File: config.mk
export PLATFORM = sky130hd
export DESIGN_NAME = yard_ladder_interlock
export DESIGN_NICKNAME = d
export VERILOG_FILES = /design/src/rtl/yli_pkg.sv /design/src/rtl/yli_route_detect.sv /design/src/rtl/yli_route_vet.sv /design/src/rtl/yli_aspect_drive.sv /design/src/rtl/yard_ladder_interlock.sv
export SDC_FILE = /design/constraint.sdc
export NUM_CORES = 1
export LEC_CHECK = 0
export CELL_PAD_IN_SITES_DETAIL_PLACEMENT = 1
export CELL_PAD_IN_SITES_GLOBAL_PLACEMENT = 1
export CORE_AREA = 2 2 39 41
export DETAILED_ROUTE_END_ITERATION = 12
export DIE_AREA = 0 0 41 43
export DONT_BUFFER_PORTS = 1
export PLACE_DENSITY = 0.44
export SLEW_MARGIN = 20
export SYNTH_ARGS = -nofsm -noshare
export SYNTH_HDL_FRONTEND = slang
export SYNTH_SLANG_ARGS = --single-unit
export TNS_END_PERCENT = 5
File: constraint.sdc
create_clock -name vclk -period 2.44
set_input_delay 0.122 -clock vclk [all_inputs]
set_output_delay 0.122 -clock vclk [all_outputs]
set_load 0.005 [all_outputs]
File: src/rtl/yli_pkg.sv
package yli_pkg;
  localparam int NUM_TRK = 5;
  localparam int NUM_TO  = 3;
  localparam int TRK_W   = $clog2(NUM_TRK);

  localparam logic [TRK_W-1:0] TRK_MAIN = TRK_W'(0);
  localparam logic [TRK_W-1:0] TRK_Y1   = TRK_W'(1);
  localparam logic [TRK_W-1:0] TRK_Y2   = TRK_W'(2);
  localparam logic [TRK_W-1:0] TRK_Y3   = TRK_W'(3);
  localparam logic [TRK_W-1:0] TRK_STG  = TRK_W'(4);

  typedef struct packed {
    logic             ok;
    logic             inbound;
    logic [TRK_W-1:0] src;
    logic [TRK_W-1:0] dst;
  } route_t;
endpackage

File: src/rtl/yli_route_detect.sv
module yli_route_detect
  import yli_pkg::*;
(
  input  logic [NUM_TO-1:0]           turn_norm,
  output route_t [NUM_TRK-1:0]        rt
);
  logic x_norm, x_rev;

  always_comb begin
    x_norm = turn_norm[1] & turn_norm[2];
    x_rev  = ~turn_norm[1] & ~turn_norm[2];

    rt[0].ok      = x_norm | x_rev;
    rt[0].inbound = 1'b1;
    rt[0].src     = TRK_MAIN;
    rt[0].dst     = x_rev ? TRK_Y3 : (turn_norm[0] ? TRK_Y1 : TRK_Y2);

    rt[1].ok      = x_norm & turn_norm[0];
    rt[1].inbound = 1'b0;
    rt[1].src     = TRK_Y1;
    rt[1].dst     = TRK_MAIN;

    rt[2].ok      = x_norm & ~turn_norm[0];
    rt[2].inbound = 1'b0;
    rt[2].src     = TRK_Y2;
    rt[2].dst     = TRK_MAIN;

    rt[3].ok      = x_norm | x_rev;
    rt[3].inbound = 1'b0;
    rt[3].src     = TRK_Y3;
    rt[3].dst     = x_rev ? TRK_MAIN : TRK_STG;

    rt[4].ok      = x_norm;
    rt[4].inbound = 1'b1;
    rt[4].src     = TRK_STG;
    rt[4].dst     = TRK_Y3;
  end
endmodule

File: src/rtl/yli_route_vet.sv
module yli_route_vet
  import yli_pkg::*;
(
  input  route_t [NUM_TRK-1:0] rt,
  input  logic [NUM_TRK-1:0]   dir_east,
  input  logic [NUM_TRK-1:0]   occ_n,
  output logic [NUM_TRK-1:0]   vetted
);
  for (genvar i = 0; i < NUM_TRK; i++) begin : g_vet
    logic want_east, dir_ok, clear;
    always_comb begin
      want_east = ~rt[i].inbound;
      dir_ok    = (dir_east[rt[i].src] == want_east) &&
                  (dir_east[rt[i].dst] == want_east);
      clear     = occ_n[rt[i].dst];
      vetted[i] = rt[i].ok & dir_ok & clear;
    end
  end
endmodule

File: src/rtl/yli_aspect_drive.sv
module yli_aspect_drive
  import yli_pkg::*;
(
  input  logic [NUM_TRK-1:0] vetted,
  input  logic [NUM_TRK-1:0] stop_n,
  output logic [NUM_TRK-1:0] aspect,
  output logic [NUM_TRK-1:0] red_en_n,
  output logic [NUM_TRK-1:0] grn_en_n
);
  always_comb begin
    aspect   = vetted & stop_n;
    red_en_n = aspect;
    grn_en_n = ~aspect;
  end
endmodule

File: src/rtl/yard_ladder_interlock.sv
module yard_ladder_interlock
  import yli_pkg::*;
(
  input  logic [NUM_TO-1:0]  turn_norm,
  input  logic [NUM_TRK-1:0] dir_east,
  input  logic [NUM_TRK-1:0] occ_n,
  input  logic [NUM_TRK-1:0] stop_n,
  output logic [NUM_TRK-1:0] aspect,
  output logic [NUM_TRK-1:0] red_en_n,
  output logic [NUM_TRK-1:0] grn_en_n
);
  route_t [NUM_TRK-1:0] rt;
  logic   [NUM_TRK-1:0] vetted;

  yli_route_detect u_detect (
    .turn_norm (turn_norm),
    .rt        (rt)
  );

  yli_route_vet u_vet (
    .rt       (rt),
    .dir_east (dir_east),
    .occ_n    (occ_n),
    .vetted   (vetted)
  );

  yli_aspect_drive u_drive (
    .vetted   (vetted),
    .stop_n   (stop_n),
    .aspect   (aspect),
    .red_en_n (red_en_n),
    .grn_en_n (grn_en_n)
  );
endmodule

Word level (Yosys, flattened, before mapping)
Index checks and enable logic that the tools add are counted.
- input bits: 18
- logic and storage cells: 42
- bits in registers: 0
- output and inout bits: 15
- bitwise operators: 24
- reduce and logical (&&, ||, !) cells: 5
- mux-type cells: 11
- order comparisons: 2
- operators with widths (cell ; number):
    $and 1x1->1 ; 14
    $bmux 1 s3 ; 4
    $lt 3x4->1 const B ; 2
    $not 1->1 ; 7
    $mux 3 ; 2
    $and 5x5->5 ; 1
    $logic_and 1x1->1 ; 5
    $not 5->5 ; 1
    $mux 1 ; 4
    $mux 2 ; 1
    $or 1x1->1 ; 1

Longest topological paths before layout
- depth after elaboration: 11
- gate-level depth with buffers: 6
- depth with buffers taken out: 5

Cells and area by module
From an unflattened synthesis, not the netlist that was laid out.
- cell total of the unflattened synthesis: 183
- area total of the unflattened synthesis: 1273.7 µm²
- modules (own cells, without submodules) (module ; area each (µm²) ; times used ; seq. area each (µm²) ; cells an instance):
    yli_route_vet ; 832.0 ; 1 ; 0.0 ; 120
    yli_route_detect ; 354.1 ; 1 ; 0.0 ; 48
    yli_aspect_drive ; 87.6 ; 1 ; 0.0 ; 15

Worst setup path after synthesis
OpenSTA, ideal clock, no wires.
- path kind: input to output
- start: input turn_norm[1]
- end: output red_en_n[3]
- path slack: 1291 ps
- buffers on the path: 1
- required time: 2318 ps
- cell stages on the path: 6
- arrival time: 1027 ps
- cells stage by stage: inv_1 > ha_1 > nand3b_1 > a211o_1 > inv_1 > buf_4
- word-level cells in the longest chain between the ends: 9
- elaborated cells on any way between the ends: 13
- classes of those cells: 5 x mux; 7 x bitwise; 1 x reduce/logical
- ends and longest elaborated chain (what ; RTL line ; text):
    from (decl) ; yard_ladder_interlock.sv:4 ; input logic [NUM_TO-1:0] turn_norm,
    $not 1->1 ; yli_route_detect.sv:11 ; x_rev = ~turn_norm[1] & ~turn_norm[2];
    $and 1x1->1 ; yli_route_detect.sv:11 ;
    $mux 3 ; yli_route_detect.sv:31 ; rt[3].dst = x_rev ? TRK_MAIN : TRK_STG;
    $bmux 1 s3 ; yli_route_vet.sv:14 ; (dir_east[rt[i].dst] == want_east);
    $mux 1 (not written as such) ; yli_route_vet.sv:14 ;
    $logic_and 1x1->1 ; yli_route_vet.sv:13 ; dir_ok = (dir_east[rt[i].src] == want_east) &&
    $and 1x1->1 ; yli_route_vet.sv:16 ; vetted[i] = rt[i].ok & dir_ok & clear;
    $and 1x1->1 * ; yli_route_vet.sv:16 ;
    $and 5x5->5 * ; yli_aspect_drive.sv:11 ; aspect = vetted & stop_n;
    to (decl) ; yard_ladder_interlock.sv:9 ; output logic [NUM_TRK-1:0] red_en_n,
Mark *: on every way between the ends. The rest lies on a longest branch, timed or not. The select of a mux whose other input is x is not followed.

Worst setup path in the final report
Same ends and word-level chain as after synthesis.

==> flow_metrics.tcl <==
set metrics [dict create \
    gp_congestion 0.689 \
    synth_warnings 0 \
    critPathKind "input pin to primary output" \
    cts_setup_buffers 0 \
    coreArea_mm2 0.00138 \
    fin_area_um2 198 \
    yosysSeqAreaShare_pct 0 \
    peakVddDrop_mv 0.0211 \
    antenna_found_initial 0 \
    cts_resized 0 \
    grt_pass1_vias 198 \
    vias 194 \
    status "finished, final reports clean" \
    seqPwrFrac_pct 0 \
    grt_max_degree 6 \
    synth_nets 52 \
    finalHoldViolCount 0 \
    yosys-top-cells-area "buf_4, inv_1, ha_1" \
    setup_viol 0 \
    dieArea_mm2 0.00176 \
    dr.pass1.iters 1 \
    p_int_w 0.00000810 \
    dieWidth_um 41 \
    avgSynthCellArea_um2 6.73 \
    wl_per_cell_um 13.3 \
    ant_nets 0 \
    post-route-period-util_pct 45.6 \
    n_sequential_cell 0 \
    hp-class "input pin to primary output" \
    power_density_mw_per_mm2 85.5 \
    switching_power_w 0.00000879 \
    synthCells 32 \
    p_clk_share_pct 0 \
    p_leak_nw 0.110 \
    power_w 0.0000169 \
    synth_cell_types 14 \
    worstHoldPathCells 1 \
    cp.required_ns 2.32 \
    drc 0 \
    cts_hold_buf 0 \
    tns_ns 0 \
    clock.fmax_ghz 0.898 \
    worst-path-max-fanout 5 \
    netlist_area_um2 215 \
    drive_gt1_share_pct 14.8 \
    start_util_pct 15.6 \
    crit_arrival_ns 0.99 \
    finalWirelength_um 572 \
    synth_top_area_share_pct 17.4 \
    num-nets-final 49 \
    tightest_slew_ns 0.236 \
    switching_share_pct 52.0 \
    startpoint_type "input pin" \
    cp-end-kind "primary output" \
    max-cap-violations 0 \
    row_count 14 \
    seqCellArea_um2 0 \
    overflow 0 \
    gr-usage-all-layers_pct 5.69 \
    comb_power_share_pct 100.0 \
    final.min_clock_period_ns 1.11 \
    nClkBuffers 0 \
    dpl-instance-area_um2 198 \
    place_inst 43 \
    syn_to_final_growth_pct -8.14 \
    drt_iter0_drc 0 \
    dp_hpwl_um 551 \
    slew_viol_final 0 \
    grt_pass1_wl_um 759 \
    pin_count 33 \
    port-buffer-count 0 \
    die_h_um 43 \
    maxSlewHeadroom_pct 84.2 \
    viasPerCell 4.51 \
    antenna_cells 0 \
    instances_no_fill 43 \
    synth_top_cell_by_area "buf_4" \
    grt_setup_unrepaired "false" \
]
[layout make-up]
type | instances | area [µm²]
Multi-Input combinational cell | 20 | 151
Tap cell | 16 | 20.0
Inverter | 7 | 26.3
Fill cell | 179 | 1190
[per-stage QoR]
step / setup WS, ns / utilization (%) / hold slack [ns]
after floorplan: 1.29 / - / 0.310
after global routing: 1.26 / 14.3 / 0.332
final: 1.33 / 14.3 / 0.326
after CTS: 1.32 / 14.3 / 0.327
after detailed placement: 1.32 / 14.3 / 0.327
after global placement: 1.33 / 14.3 / 0.331
[synth_stat cells (all sizes together)]
| library cell | count |
|---|---|
| inv | 7 |
| buf | 5 |
| nand2 | 4 |
| nand3 | 3 |
| ha | 2 |
| nor2 | 2 |
| or3 | 2 |
| a211o | 1 |
| a32o | 1 |
| nand2b | 1 |
| nand3b | 1 |
| o2111a | 1 |
| o2111ai | 1 |
| or2 | 1 |
[power groups by stage]
stage,logic (W),registers (W),clock network [W]
floorplan,0.0000158,0,0
global placement,0.0000165,0,0
detailed placement,0.0000174,0,0
CTS,0.0000174,0,0
global route,0.0000195,0,0
finish,0.0000169,0,0
[final timing paths]
check | start | to | slack, ns
worst min-delay path | stop_n[0] | grn_en_n[0] | 0.33
worst max-delay path | turn_norm[1] | red_en_n[3] | 1.33
[cells by family after synthesis]
logic type                 Yosys count  synth area share, %
AOI/OAI and AO/OA                    4                 18.0
and+or+nand+nor                     14                 40.7
buffers and inverters               12                 29.7
adders and majority gates            2                 11.6
[layout by cell type (no fill, tap or decap)]
master / count
nand2b_4: 1
nor2_1: 2
inv_1: 7
or3_4: 2
ha_1: 2
a211o_1: 1
o2111ai_1: 1
nand3b_1: 1
nand2_1: 4
or2_2: 1
nand3_1: 3
o2111a_1: 1
a32o_1: 1
[worst max-delay path: stages]
cell,delay (ns)
inv_1,0.02
ha_1,0.23
nand3b_1,0.17
a211o_1,0.33
inv_1,0.11
[layer usage]
metal	vias to the layer above	part of all wire, %	global-route usage [%]
met4	0	0	0.667
met5	-	0	0
met2	10	57	10.9
met3	0	5.6	0
li1	95	-	-
met1	89	38	6.65
(Power assumes the default switching activity.)
